--- config.mk ---
export PLATFORM = sky130hd
export DESIGN_NAME = hostmbox_top
export DESIGN_NICKNAME = d
export VERILOG_FILES = /design/src/rtl/hmb_pkg.sv /design/src/rtl/hmb_decode.sv /design/src/rtl/hmb_sdp_ram.sv /design/src/rtl/hmb_ctrl.sv /design/src/rtl/hmb_host_rd.sv /design/src/rtl/hostmbox_top.sv
export SDC_FILE = /design/constraint.sdc
export NUM_CORES = 1
export LEC_CHECK = 0
export BUFFER_PORTS_ARGS = -buffer_cell sky130_fd_sc_hd__buf_4
export CORE_ASPECT_RATIO = 0.5
export CORE_MARGIN = 10
export CORE_UTILIZATION = 48
export CTS_BUF_LIST = sky130_fd_sc_hd__clkbuf_8
export DETAILED_ROUTE_END_ITERATION = 7
export PLACE_DENSITY = 0.72
export SLEW_MARGIN = 30
export SYNTH_ARGS = -nofsm -noshare
export SYNTH_HDL_FRONTEND = slang
export SYNTH_SLANG_ARGS = --single-unit
export TNS_END_PERCENT = 30
--- constraint.sdc ---
create_clock -name clk -period 3.94 [get_ports clk]
set_input_delay 0.197 -clock clk [delete_from_list [all_inputs] [get_ports clk]]
set_output_delay 0.197 -clock clk [all_outputs]
set_load 0.05 [all_outputs]
--- src/rtl/hmb_pkg.sv ---
package hmb_pkg;

  // byte offsets inside the host window
  localparam logic [31:0] CMD_OFF  = 32'h0000_0000;
  localparam logic [31:0] STAT_OFF = 32'h0000_0004;
  localparam logic [31:0] WBUF_OFF = 32'h0000_0080;

  // command word fields
  localparam int CMD_IOC_BIT = 8;
  localparam int CMD_ID_LSB  = 12;
  localparam int CMD_ID_W    = 4;

  typedef struct packed {
    logic [7:0]          rsvd_hi;
    logic [7:0]          err_code;
    logic [7:0]          init_id;
    logic [CMD_ID_W-1:0] cmd_id;
    logic [1:0]          rsvd_lo;
    logic                err;
    logic                busy;
  } status_t;

  typedef enum logic [1:0] {
    RSEL_ZERO   = 2'd0,
    RSEL_STATUS = 2'd1,
    RSEL_RBUF   = 2'd2
  } rsel_e;

endpackage

--- src/rtl/hmb_decode.sv ---
module hmb_decode #(
  parameter int ADDR_W    = 8,
  parameter int BUF_BYTES = 16,
  parameter int IDX_W     = 2
) (
  input  logic [ADDR_W-1:0] addr,
  input  logic              wr,
  input  logic              rd,
  output logic              cmd_wr,
  output logic              wbuf_wr,
  output logic              stat_rd,
  output logic              rbuf_rd,
  output logic [IDX_W-1:0]  idx
);
  import hmb_pkg::*;

  localparam logic [31:0] WB_END = WBUF_OFF + 32'(BUF_BYTES);
  localparam logic [31:0] RB_END = WB_END + 32'(BUF_BYTES);

  logic [31:0] a32;
  logic        hit_cmd, hit_stat, hit_wbuf, hit_rbuf;

  always_comb begin
    a32      = 32'(addr);
    hit_cmd  = (a32[31:2] == CMD_OFF[31:2]);
    hit_stat = (a32[31:2] == STAT_OFF[31:2]);
    hit_wbuf = (a32 >= WBUF_OFF) && (a32 < WB_END);
    hit_rbuf = (a32 >= WB_END) && (a32 < RB_END);
    // buffers are aligned to their size, so low word bits are the index
    idx      = a32[IDX_W+1:2];
    cmd_wr   = wr && hit_cmd;
    wbuf_wr  = wr && hit_wbuf;
    stat_rd  = rd && hit_stat;
    rbuf_rd  = rd && hit_rbuf;
  end

endmodule

--- src/rtl/hmb_sdp_ram.sv ---
module hmb_sdp_ram #(
  parameter int WORDS  = 4,
  parameter int DATA_W = 32,
  localparam int AW    = $clog2(WORDS)
) (
  input  logic              clk,
  input  logic              we,
  input  logic [AW-1:0]     waddr,
  input  logic [DATA_W-1:0] wdata,
  input  logic [AW-1:0]     raddr,
  output logic [DATA_W-1:0] rdata
);
  logic [DATA_W-1:0] mem [WORDS];

  always_ff @(posedge clk) begin
    if (we) mem[waddr] <= wdata;
    rdata <= mem[raddr];
  end

endmodule

--- src/rtl/hmb_ctrl.sv ---
module hmb_ctrl (
  input  logic        clk,
  input  logic        rst,
  input  logic        cmd_wr,
  input  logic [31:0] wdata,
  input  logic        done,
  input  logic        done_err,
  input  logic [7:0]  done_code,
  output logic        busy,
  output logic        err,
  output logic [7:0]  err_code,
  output logic [hmb_pkg::CMD_ID_W-1:0] cmd_id,
  output logic [31:0] cmd_word,
  output logic        doorbell,
  output logic        irq
);
  import hmb_pkg::*;

  logic ioc_q;

  always_ff @(posedge clk) begin
    if (rst) begin
      busy     <= 1'b0;
      err      <= 1'b0;
      err_code <= '0;
      cmd_id   <= '0;
      cmd_word <= '0;
      ioc_q    <= 1'b0;
      doorbell <= 1'b0;
      irq      <= 1'b0;
    end else begin
      doorbell <= 1'b0;
      irq      <= 1'b0;
      if (busy) begin
        // completion has priority; command writes are dropped while busy
        if (done) begin
          busy     <= 1'b0;
          err      <= done_err;
          err_code <= done_code;
          irq      <= ioc_q;
        end
      end else if (cmd_wr) begin
        busy     <= 1'b1;
        err      <= 1'b0;
        err_code <= '0;
        cmd_word <= wdata;
        cmd_id   <= wdata[CMD_ID_LSB +: CMD_ID_W];
        ioc_q    <= wdata[CMD_IOC_BIT];
        doorbell <= 1'b1;
      end
    end
  end

endmodule

--- src/rtl/hmb_host_rd.sv ---
module hmb_host_rd (
  input  logic        clk,
  input  logic        rst,
  input  logic        stat_rd,
  input  logic        rbuf_rd,
  input  logic [31:0] status,
  input  logic [31:0] rbuf_q,
  output logic [31:0] rdata
);
  import hmb_pkg::*;

  rsel_e       sel_q;
  logic [31:0] stat_q;

  always_ff @(posedge clk) begin
    if (rst) begin
      sel_q  <= RSEL_ZERO;
      stat_q <= '0;
    end else begin
      stat_q <= status;
      if (stat_rd)      sel_q <= RSEL_STATUS;
      else if (rbuf_rd) sel_q <= RSEL_RBUF;
      else              sel_q <= RSEL_ZERO;
    end
  end

  always_comb begin
    case (sel_q)
      RSEL_STATUS: rdata = stat_q;
      RSEL_RBUF:   rdata = rbuf_q;
      default:     rdata = '0;
    endcase
  end

endmodule

--- src/rtl/hostmbox_top.sv ---
module hostmbox_top #(
  parameter int         ADDR_W    = 8,
  parameter int         BUF_BYTES = 16,
  parameter logic [7:0] INIT_ID   = 8'hA5,
  localparam int        BUF_WORDS = BUF_BYTES / 4,
  localparam int        IDX_W     = $clog2(BUF_WORDS)
) (
  input  logic              clk,
  input  logic              rst,
  input  logic              h_wr_en,
  input  logic              h_rd_en,
  input  logic [ADDR_W-1:0] h_addr,
  input  logic [31:0]       h_wdata,
  output logic [31:0]       h_rdata,
  output logic              h_irq,
  output logic              r_doorbell,
  output logic [31:0]       r_cmd_word,
  input  logic [IDX_W-1:0]  r_wbuf_idx,
  output logic [31:0]       r_wbuf_data,
  input  logic              r_rbuf_we,
  input  logic [IDX_W-1:0]  r_rbuf_idx,
  input  logic [31:0]       r_rbuf_wdata,
  input  logic              r_done,
  input  logic              r_err,
  input  logic [7:0]        r_err_code
);
  import hmb_pkg::*;

  logic                cmd_wr, wbuf_wr, stat_rd, rbuf_rd;
  logic [IDX_W-1:0]    host_idx;
  logic                busy, err;
  logic [7:0]          err_code;
  logic [CMD_ID_W-1:0] cmd_id;
  logic [31:0]         rbuf_q;
  status_t             status;

  hmb_decode #(.ADDR_W(ADDR_W), .BUF_BYTES(BUF_BYTES), .IDX_W(IDX_W)) u_dec (
    .addr(h_addr), .wr(h_wr_en), .rd(h_rd_en),
    .cmd_wr(cmd_wr), .wbuf_wr(wbuf_wr), .stat_rd(stat_rd), .rbuf_rd(rbuf_rd),
    .idx(host_idx)
  );

  hmb_ctrl u_ctrl (
    .clk(clk), .rst(rst), .cmd_wr(cmd_wr), .wdata(h_wdata),
    .done(r_done), .done_err(r_err), .done_code(r_err_code),
    .busy(busy), .err(err), .err_code(err_code), .cmd_id(cmd_id),
    .cmd_word(r_cmd_word), .doorbell(r_doorbell), .irq(h_irq)
  );

  // host -> service processor argument buffer
  hmb_sdp_ram #(.WORDS(BUF_WORDS), .DATA_W(32)) u_wbuf (
    .clk(clk), .we(wbuf_wr), .waddr(host_idx), .wdata(h_wdata),
    .raddr(r_wbuf_idx), .rdata(r_wbuf_data)
  );

  // service processor -> host result buffer
  hmb_sdp_ram #(.WORDS(BUF_WORDS), .DATA_W(32)) u_rbuf (
    .clk(clk), .we(r_rbuf_we), .waddr(r_rbuf_idx), .wdata(r_rbuf_wdata),
    .raddr(host_idx), .rdata(rbuf_q)
  );

  always_comb begin
    status          = '0;
    status.busy     = busy;
    status.err      = err;
    status.cmd_id   = cmd_id;
    status.init_id  = INIT_ID;
    status.err_code = err_code;
  end

  hmb_host_rd u_rd (
    .clk(clk), .rst(rst), .stat_rd(stat_rd), .rbuf_rd(rbuf_rd),
    .status(status), .rbuf_q(rbuf_q), .rdata(h_rdata)
  );

endmodule

Word level (Yosys, flattened, before mapping)
Memories as Yosys holds them, arrays and structs flattened. A register that Yosys moved wholly into a read port is not among the register bits.
Cells that the tools add are included.
{"block": "word_totals", "regBits": 83, "latch_bits": 0, "mem_bits_rw": 256, "rom_bits": 0, "in_bits": 91, "out_inout_bits": 98, "wordCells": 54, "n_memories": 2}
{"block": "op_classes", "add_sub_neg": 0, "multipliers": 0, "n_div": 0, "magnitude_cmp": 4, "eq_ne": 4, "shifts": 0, "muxes": 17, "n_bitwise": 2, "reduce_logical": 13}
{"memory": "u_rbuf.mem", "depth": 4, "width": 32, "rd": 1, "rd_ports_with_merged_regs": 1, "write_ports": 1, "line": "hmb_sdp_ram.sv:13", "text": "logic [DATA_W-1:0] mem [WORDS];"}
{"memory": "u_wbuf.mem", "depth": 4, "width": 32, "rd": 1, "rd_ports_with_merged_regs": 1, "write_ports": 1, "line": "hmb_sdp_ram.sv:13"}
{"cell": "$pmux 32 s2", "count": 1}
{"cell": "$mux 8", "count": 3}
{"cell": "$ge 8x8->1 const B", "count": 2}
{"cell": "$lt 8x8->1 const B", "count": 2}
{"cell": "$mux 16", "count": 1}
{"cell": "$mux 1", "count": 11}
{"cell": "$eq 6x1->1 const B", "count": 1}
{"cell": "$logic_and 1x1->1", "count": 6}
{"cell": "$logic_not 6->1", "count": 1}
{"cell": "$reduce_and 2->1", "count": 2}
{"cell": "$reduce_or 2->1", "count": 2}
{"cell": "$reduce_or 3->1", "count": 1}
{"cell": "$eq 2x1->1 const B", "count": 1}
{"cell": "$eq 2x2->1 const B", "count": 1}
{"cell": "$mux 2", "count": 1}
{"cell": "$ne 2x2->1 const B", "count": 1}
{"cell": "$not 1->1", "count": 2}
{"cell": "$reduce_bool 2->1", "count": 1}

Logic depth before layout (Yosys ltp)
Gate-level depths: netlist of the first run.
{"block": "logic_depth", "depth_word": 5, "ltp_mapped": 6, "mapped_depth_nobuf": 4}

Hierarchy
A second synthesis of the first run with hierarchy kept.
{"block": "hier_totals", "hier_cells": 751, "area_unflattened_um2": 13710.6}
{"mod": "hmb_sdp_ram", "instances": 2, "cells_each": 203, "area_each_um2": 5330.1, "seq_area_each_um2": 4484.3}
{"mod": "hmb_ctrl", "instances": 1, "cells_each": 185, "area_each_um2": 1566.5, "seq_area_each_um2": 880.8}
{"mod": "hmb_host_rd", "instances": 1, "cells_each": 148, "area_each_um2": 1398.8, "seq_area_each_um2": 680.7}
{"mod": "hmb_decode", "instances": 1, "cells_each": 10, "area_each_um2": 77.6, "seq_area_each_um2": 0.0}
{"mod": "hostmbox_top", "instances": 1, "cells_each": 2, "area_each_um2": 7.5, "seq_area_each_um2": 0.0}

Least setup slack after synthesis of the first run
OpenSTA, ideal clock, no wires.
{"block": "synth_timing", "path_kind": "input to register", "startpoint": "in h_addr[5]", "endpoint": "mem u_wbuf.mem[2][0], enable pin", "setup_ps": 468, "t_arrival_ps": 3296, "required_ps": 3472, "setup_slack_ps": 177, "path_stages": 4, "n_path_buf": 1, "path_cell_list": "nor4b_2 -> buf_2 -> nand2_1 -> nor3b_1"}
{"block": "synth_via", "elab_chain_cells": 5, "elab_cells_between_ends": 6, "classes_between": "2 x order compare; 2 x mux; 2 x reduce/logical"}
{"element": "from (decl)", "line": "hostmbox_top.sv:12", "text": "input logic [ADDR_W-1:0] h_addr,"}
{"element": "$ge 8x8->1 or $lt 8x8->1 (tied branches)", "line": "hmb_decode.sv:27", "text": "hit_wbuf = (a32 >= WBUF_OFF) && (a32 < WB_END);"}
{"element": "$logic_and 1x1->1 *", "line": "hmb_decode.sv:27"}
{"element": "$logic_and 1x1->1 *", "line": "hmb_decode.sv:32", "text": "wbuf_wr = wr && hit_wbuf;"}
{"element": "$mux 1 *", "line": "hmb_sdp_ram.sv:16", "text": "if (we) mem[waddr] <= wdata;"}
{"element": "$mux 1 (not written as such) *", "line": "hmb_sdp_ram.sv:16"}
{"element": "to (decl)", "line": "hmb_sdp_ram.sv:13"}
Every way passes the cells marked *; elsewhere a longest branch is shown, timed or not.

Worst setup path after layout of the first run
{"block": "layout_timing", "startpoint": "reg u_rd.sel_q[0]", "endpoint": "out h_rdata[13]"}
{"block": "layout_via", "elab_chain_cells": 2, "elab_cells_between_ends": 3, "classes_between": "2 x eq/ne; 1 x mux"}
{"element": "from (decl)", "line": "hmb_host_rd.sv:12", "text": "rsel_e sel_q;"}
{"element": "from (signal assigned)", "line": "hmb_host_rd.sv:17", "text": "sel_q <= RSEL_ZERO;"}
{"element": "from (signal assigned)", "line": "hmb_host_rd.sv:21", "text": "if (stat_rd) sel_q <= RSEL_STATUS;"}
{"element": "from (signal assigned)", "line": "hmb_host_rd.sv:22", "text": "else if (rbuf_rd) sel_q <= RSEL_RBUF;"}
{"element": "$eq 2x2->1 or $eq 2x1->1 (tied branches)", "line": "hmb_host_rd.sv:28", "text": "case (sel_q)"}
{"element": "$pmux 32 s2 *", "line": "hmb_host_rd.sv:28"}
{"element": "to (decl)", "line": "hostmbox_top.sv:14", "text": "output logic [31:0] h_rdata,"}
Marked as above.

==> impl_metrics.yaml, run 1 <==
die:
  row_count: 42
  ios: 189
  die_h_um: 137
  start_util: 0.493
  dieArea_sq_um: 34900
  core_sq_um: 26700
  die_w_um: 254
cts:
  cts_max_level: 2
  numCtsBuffers: 52
  numClockSinks: 381
  clk_latency_ps: 580
  hold_buffers: 81
  ctsResizeCount: 0
  root_buffer: "clkbuf_8"
  cts_tree: "done"
  clk_path_buf_depth: 3
  cts.clk_slew.worst_paths_ps: 70
  post_cts_buffers: 0
timing:
  slew_violations: 0
  tightestPinTransition_ps: 927
  final.setup.worst_slack_ps: 1220
  setup_tns_ps: 0
  fmax_mhz: 367
  hold_viol: 0
  layout_worst_path_cycle_share: 0.691
  finalSetupViolCount: 0
  rsz0062_at_grt: "no"
  min_period_ps: 2720
  skew_ps: 24.1
  max-slew-margin-rel: 0.382
global_route:
  grt_pass1_wl_um: 43900
  grt_use_total: 0.165
  grt_pass1_vias: 7885
  grt_max_degree: 50
  overflow: 0
  antenna_found_initial: 5
drt:
  via_per_inst: 5.18
  ant_nets: 0
  first_pass_iters: 4
  via_count: 7191
  wire_per_inst_um: 20.9
  drc: 0
  drtIter0Drc: 444
  wl_um: 29000
logic_synthesis:
  ys_warn_count: 0
  synth-seq-cells: 381
  syn_inst: 703
  synth_area_sq_um: 13200
  syn_nets: 796
  yosysUniqueCellTypes: 32
  seq_area_frac_synth: 0.772
  syn-mean-instance-area_sq_um: 18.8
power_and_ir_drop:
  powerDensity_nw_per_um2: 461
  combPwrFrac: 0.063
  power_uw: 7720
  sw_frac_of_total: 0.219
  p_leak_uw: 0.00614
  power_frac_seq: 0.574
  intPower_uw: 6030
  clockPowerShare: 0.362
  vdd_drop_max_mv: 0.256
  power_switching_uw: 1690
hold_path:
  hold_path_class: "input port to flip-flop"
  hp-start: "r_rbuf_idx[0]"
  whs_path_depth: 2
  timing.hold.worst_endpoint: "u_rbuf.mem[2][5]"
worst_setup_path:
  critical_path.startpoint_type: "flip-flop"
  worstSetupPathType: "flip-flop to output pin"
  crit_path_end_kind: "output pin"
  r2r_start: "u_ctrl.busy"
  crit_required_ps: 3740
  rr_worst_depth: 4
  arrival_ps: 2530
  r2r-end: "u_ctrl.cmd_word[12]"
  reg2reg_slack_ps: 1580
  cp_max_fo: 22
place:
  dp_hpwl_um: 17200
  routabilityCongestion: 0.722
  dp_slack_ps: 1220
  port_buffers: 186
layout:
  area.growth.synth_to_final_pct: 26.9
  nNetsFinal: 1083
  layout_common_cells: "256 x edfxtp_1, 195 x buf_4, 125 x dfxtp_1, 81 x dlygate4sd3_1, 64 x mux4_2"
  final_common_cell: "edfxtp_1"
  drive_gt1_frac: 0.352
  fin_util: 0.626
outcome:
  outcome: "finished, final reports clean"
flow_run:
  maxCapViolCount: 0
## per-stage QoR
| step | hold WS (ps) | instance area, sq um | instances |
|---|---|---|---|
| 3_3_place_gp | 397 | 14900 | 1205 |
| 3_5_place_dp | 400 | 14900 | 1206 |
| 5_1_grt | 14.6 | 16800 | 1389 |
| 6_report | 36.9 | 16800 | 1389 |
| 2_1_floorplan | 275 | 13200 | 703 |
| 4_1_cts | 13.8 | 16700 | 1383 |
## cells by family after synthesis
group / after synthesis / share of synthesized area
buffers and inverters: 47 / 0.0174
adders and majority gates: 2 / 0.00190
AOI/OAI and AO/OA: 84 / 0.0425
muxes: 68 / 0.113
DFF: 381 / 0.772
and+or+nand+nor: 121 / 0.0534
## synth_stat cells
master      n  area share
buf_2      15      0.0057
nor3b_1     2      0.0011
buf_1       4      0.0011
ha_1        2      0.0019
a21oi_1    33       0.013
and2_1     16      0.0076
and3b_1     1     0.00066
dfxtp_1   125        0.19
nor4_1      1     0.00047
and4_1      1     0.00066
inv_1       3     0.00085
and3_1      2     0.00095
nand2_1     9      0.0026
nand3_1    10      0.0038
o21ai_1     2     0.00076
nor4b_2     1      0.0011
nor2b_1    18      0.0085
buf_4       5      0.0028
mux4_2     64        0.11
a31o_1      1     0.00066
nand2b_1   39       0.018
o21ai_0     7      0.0027
nor2_1     19      0.0054
a22oi_1    14      0.0080
clkbuf_1   18      0.0051
mux2_1      3      0.0026
nor4_4      1      0.0016
a31o_2     27       0.018
nor3_1      1     0.00038
mux2_2      1     0.00085
edfxtp_1  256        0.58
buf_6       2      0.0017
## power groups by stage
| stage | logic [uW] | registers, uW | clock network (uW) |
|---|---|---|---|
| 4_1_cts | 496 | 4430 | 2870 |
| 3_5_place_dp | 428 | 4520 | 0 |
| 5_1_grt | 521 | 4440 | 3040 |
| 2_1_floorplan | 166 | 4580 | 0 |
| 3_3_place_gp | 415 | 4510 | 0 |
| 6_report | 490 | 4430 | 2800 |
## layer usage
| layer | share of wire | GRT usage |
|---|---|---|
| met5 | 0 | 0 |
| met4 | 0.021 | 0.0595 |
| met3 | 0.043 | 0.0337 |
| met2 | 0.56 | 0.318 |
| met1 | 0.38 | 0.176 |
## cell type report
| class | instances | area, sq um |
|---|---|---|
| antenna | 5 | 12.5 |
| clock inverter | 35 | 135 |
| timing repair buffer | 277 | 2300 |
| multi-input combinational | 275 | 2820 |
| sequential | 381 | 10200 |
| inverter | 3 | 11.3 |
| tap | 352 | 440 |
| fill | 1887 | 10000 |
| clock buffer | 61 | 840 |
## how the worst max path moves through the flow
| stage | from | to | slack, ps | cells after the start |
|---|---|---|---|---|
| floorplan | h_addr[5] | u_wbuf.mem[2][0] | 180 | 4 |
| global placement | h_addr[5] | u_ctrl.cmd_word[12] | 1300 | 4 |
| detailed placement | h_addr[5] | u_ctrl.cmd_word[12] | 1220 | 4 |
| CTS | u_rd.sel_q[0] | h_rdata[13] | 1150 | 6 |
| global route | u_rd.sel_q[0] | h_rdata[1] | 1070 | 6 |
| finish | u_rd.sel_q[0] | h_rdata[13] | 1220 | 6 |
## flip-flops by register name, indices dropped and copies added (netlist names)
name	count
u_rbuf.mem	128
u_wbuf.mem	128
u_ctrl.cmd_word	32
u_rbuf.rdata	32
u_wbuf.rdata	32
u_rd.stat_q	15
u_ctrl.err_code	8
u_rd.sel_q	2
u_ctrl.busy	1
u_ctrl.doorbell	1
u_ctrl.err	1
u_ctrl.irq	1
## critical path, cell delays in order (launching register included)
cell,delay (ps)
dfxtp_1,320
inv_1,50
ha_1,720
buf_4,330
nand2_1,90
a21oi_1,190
buf_4,240
Power figures use the tool's default switching activity.
==> run 2: changes to the inputs <==
==> constraint.sdc (replaced) <==
create_clock -name clk -period 2.39 [get_ports clk]
set_input_delay 0.1195 -clock clk [delete_from_list [all_inputs] [get_ports clk]]
set_output_delay 0.1195 -clock clk [all_outputs]
set_load 0.05 [all_outputs]
==> impl_metrics.yaml, run 2 (synthesis gave the netlist of run 1 again) <==
outcome:
  outcome: "finished, final reports clean"
timing:
  finalSetupViolCount: 0
  rsz0062_at_grt: "no"
  slew_violations: 0
  hold_viol: 0
  setup_tns_ps: 0
  tightestPinTransition_ps: 835
  fmax_mhz: 451
  layout_worst_path_cycle_share: 0.928
  max-slew-margin-rel: 0.443
  skew_ps: 15.2
  finalHoldWorstSlack_ps: 84.6
  min_period_ps: 2220
cts:
  post_cts_buffers: 0
  hold_buffers: 79
  ctsResizeCount: 0
  cts.clk_slew.worst_paths_ps: 60
  root_buffer: "clkbuf_8"
  numCtsBuffers: 52
  clk_path_buf_depth: 3
  cts_max_level: 2
  numClockSinks: 381
  cts_tree: "done"
  clk_latency_ps: 570
power_and_ir_drop:
  power_frac_seq: 0.575
  clockPowerShare: 0.361
  sw_frac_of_total: 0.216
  power_uw: 12700
  intPower_uw: 9950
  power_switching_uw: 2740
  powerDensity_nw_per_um2: 753
  combPwrFrac: 0.064
  vdd_drop_max_mv: 0.369
  p_leak_uw: 0.00622
place:
  routabilityCongestion: 0.780
  port_buffers: 186
  dp_hpwl_um: 17400
layout:
  fillers: 1863
  fin_util: 0.630
  final_common_cell: "edfxtp_1"
  layout_common_cells: "256 x edfxtp_1, 199 x buf_4, 125 x dfxtp_1, 79 x dlygate4sd3_1, 64 x mux4_2"
  reg.largest.list: "u_rbuf.mem: 128 flops, u_wbuf.mem: 128 flops"
  area.growth.synth_to_final_pct: 27.8
  drive_gt1_frac: 0.355
  nNetsFinal: 1090
worst_setup_path:
  arrival_ps: 2100
  crit_required_ps: 2270
  cp_max_fo: 14
  critical_path.startpoint_type: "flip-flop"
  path_cells: "inv_1 > ha_1 > nand2_1 > a21oi_1 > buf_4"
  slowest_stage: "ha_1"
  crit_path_end_kind: "output pin"
  critPathMaxStageDelay_ps: 470
  worstSetupPathType: "flip-flop to output pin"
drt:
  wire_per_inst_um: 20.5
  wl_um: 28600
  drc: 0
  drtIter0Drc: 501
  ant_nets: 0
  first_pass_iters: 4
  via_count: 7175
  via_per_inst: 5.15
die:
  row_count: 42
  dieArea_sq_um: 34900
  ios: 189
  die_h_um: 137
  start_util: 0.493
  die_w_um: 254
  core_sq_um: 26700
hold_path:
  hold_path_class: "input port to flip-flop"
global_route:
  grt_pass1_vias: 7854
  overflow: 0
  grt_use_total: 0.164
  grt_max_degree: 49
  antenna_found_initial: 2
  grt_pass1_wl_um: 44000
flow_run:
  maxCapViolCount: 0
run 2: changes by cell type in the layout (fill, tap and decap cells not counted), moves of 2 or more:
cell,previous run,this run
buf_12,0,6
clkbuf_8,61,58
inv_1,30,37
clkinv_1,5,1
diode_2,5,2
dlygate4sd3_1,81,79
nor3b_4,0,2
nor3b_2,2,0
buf_4,195,199
run 2: layout make-up:
cell class	count	area, sq um	share of cell area
diodes	2	5.00	0.000297
well taps	352	440	0.0261
flip-flops and latches	381	10200	0.604
multi-input cells	275	2840	0.168
inverters	3	11.3	0.000668
clock inverters	38	171	0.0102
repair buffers	284	2400	0.143
clock buffers	58	798	0.0473
run 2: through the flow:
step           area (sq um)  instances  setup slack, ps
2_1_floorplan         13200        703             -246
3_3_place_gp          15100       1216              613
3_5_place_dp          15100       1216              568
4_1_cts               16900       1391              143
5_1_grt               16900       1393             2.44
6_report              16900       1393              173
run 2: final timing paths:
| check | from | slack (ps) | to | depth (start not counted) |
|---|---|---|---|---|
| max | u_rd.sel_q[1] | 170 | h_rdata[8] | 5 |
| min reg2reg | u_ctrl.err_code[0] | 470 | u_rd.stat_q[16] | 1 |
| min | h_addr[6] | 80 | u_ctrl.doorbell | 5 |
| max reg2reg | u_ctrl.busy | 670 | u_ctrl.cmd_word[14] | 3 |
run 2: worst max-delay path, delay by kind of cell (launching register included):
family / cells / cell delay (ps)
buffers and inverters: 2 / 290
adder cells (fa/ha/maj): 1 / 470
AND/OR/NAND/NOR: 1 / 240
flip-flops: 1 / 310
AO/OA/AOI/OAI: 1 / 200
run 2: routing by layer:
| metal | vias to the layer above | track usage | wire length, um |
|---|---|---|---|
| li1 | 3308 | - | - |
| met2 | 174 | 0.299 | 15700 |
| met1 | 3634 | 0.188 | 10900 |
| met3 | 59 | 0.0316 | 1300 |
| met5 | - | 0 | 0 |
| met4 | 0 | 0.0681 | 716 |
run 2: power by group through the flow:
stage	Clock [uW]	Sequential [uW]	Combinational, uW
floorplan	0	7550	274
global placement	0	7440	696
detailed placement	0	7450	714
CTS	4730	7300	822
global route	5030	7310	862
finish	4580	7300	809
==> run 3: changes to the inputs <==
--- a/config.mk
+++ b/config.mk
@@ -8,10 +8,10 @@
 export BUFFER_PORTS_ARGS = -buffer_cell sky130_fd_sc_hd__buf_4
 export CORE_ASPECT_RATIO = 0.5
 export CORE_MARGIN = 10
-export CORE_UTILIZATION = 48
+export CORE_UTILIZATION = 50
 export CTS_BUF_LIST = sky130_fd_sc_hd__clkbuf_8
 export DETAILED_ROUTE_END_ITERATION = 7
-export PLACE_DENSITY = 0.72
+export PLACE_DENSITY = 0.75
 export SLEW_MARGIN = 30
 export SYNTH_ARGS = -nofsm -noshare
 export SYNTH_HDL_FRONTEND = slang
==> impl_metrics.yaml, run 3 (synthesis gave the netlist of run 1 again) <==
global_route:
  grt_pass1_vias: 8058
  grt_pass1_wl_um: 45400
  grt_use_total: 0.173
  overflow: 0
  antenna_found_initial: 1
  grt_max_degree: 49
worst_setup_path:
  r2r_start: "u_ctrl.busy"
  slowest_stage: "ha_1"
  critical_path.startpoint_type: "flip-flop"
  cp-startpoint: "u_rd.sel_q[0]"
  arrival_ps: 2110
  crit_required_ps: 2270
  cp_max_fo: 18
  worstSetupPathType: "flip-flop to output pin"
  critPathMaxStageDelay_ps: 730
  crit_path_end_kind: "output pin"
  path_cells: "inv_1 > ha_1 > nor2_1 > buf_4"
cts:
  post_cts_buffers: 0
  cts.clk_slew.worst_paths_ps: 60
  numClockSinks: 381
  root_buffer: "clkbuf_8"
  clk_latency_ps: 590
  numCtsBuffers: 51
  ctsResizeCount: 0
  cts_max_level: 2
  clk_path_buf_depth: 3
  cts_tree: "done"
timing:
  slew_violations: 0
  rsz0062_at_grt: "no"
  finalSetupViolCount: 0
  max-slew-margin-rel: 0.533
  fmax_mhz: 448
  tightestPinTransition_ps: 700
  skew_ps: 33.0
  layout_worst_path_cycle_share: 0.934
  hold_viol: 0
  min_period_ps: 2230
  final.setup.worst_slack_ps: 158
drt:
  via_count: 7316
  wl_um: 29500
  wire_per_inst_um: 21.3
  via_per_inst: 5.28
  drc: 0
  drtIter0Drc: 509
  first_pass_iters: 5
  ant_nets: 0
layout:
  multi_input_area_sq_um: 2840
  fin_util: 0.658
  layout_common_cells: "256 x edfxtp_1, 202 x buf_4, 125 x dfxtp_1, 81 x dlygate4sd3_1, 64 x mux4_2"
  reg.largest.list: "u_rbuf.mem: 128 flops, u_wbuf.mem: 128 flops"
  drive_gt1_frac: 0.356
  fillers: 1701
  area.growth.synth_to_final_pct: 27.6
  final_common_cell: "edfxtp_1"
  nNetsFinal: 1092
  seq_area_sq_um: 10200
die:
  die_h_um: 135
  ios: 189
  die_w_um: 250
  row_count: 41
  start_util: 0.515
  dieArea_sq_um: 33700
  core_sq_um: 25600
place:
  port_buffers: 186
  dp_slack_ps: 393
  dp_hpwl_um: 17400
  routabilityCongestion: 0.747
hold_path:
  hold_path_class: "input port to flip-flop"
  hp-start: "rst"
power_and_ir_drop:
  vdd_drop_max_mv: 0.361
  p_leak_uw: 0.00619
  powerDensity_nw_per_um2: 755
outcome:
  outcome: "finished, final reports clean"
flow_run:
  maxCapViolCount: 0
run 3: area by class of cell:
cell class | instances | area share
timing repair buffer | 287 | 0.143
sequential | 381 | 0.605
inverter | 3 | 0.000669
multi-input combinational | 275 | 0.169
clock buffer | 57 | 0.0466
clock inverter | 38 | 0.0103
tap | 344 | 0.0256
antenna | 1 | 0.000149
run 3: through the flow:
stage	setup TNS, ps	std cells	hold slack [ps]	total power, uW	instance area [sq um]
after floorplan	-18020	703	197	7820	13200
after global placement	0	1209	319	8130	15100
after detailed placement	0	1209	324	8160	15100
after CTS	0	1385	4.12	12800	16800
after global routing	0	1386	36.9	13200	16800
final	0	1386	37.8	12700	16800
run 3: per-layer routing:
layer,wire [um],vias up,track usage
met5,0,-,0
met4,891,0,0.0777
met3,1280,57,0.0351
met2,15800,204,0.311
met1,11600,3743,0.199
li1,-,3312,-
run 3: critical path, delay by kind of cell, from the launching register on:
kind	cells	cell delay, ps
flip-flops	1	340
AND/OR/NAND/NOR	1	180
buffers and inverters	2	290
adder cells (fa/ha/maj)	1	730
run 3: power breakdown:
group	leakage (uW)	total, uW	internal (uW)	switching [uW]
Sequential	0.00336	7310	7250	62.1
Clock	0.000589	4590	2290	2300
Combinational	0.00225	815	385	430
Total	0.00619	12700	9920	2790
run 3: worst paths after layout:
kind,cells past startpoint,slack [ps],end
max,4,160,h_rdata[18]
min reg2reg,1,470,u_rd.stat_q[17]
min,3,40,u_ctrl.cmd_word[30]
max reg2reg,4,680,u_ctrl.cmd_word[12]
run 3: what timing repair did:
action,CTS,global route
hold endpoints to repair,301,0
hold buffers,81,0
setup endpoints to repair,0,0
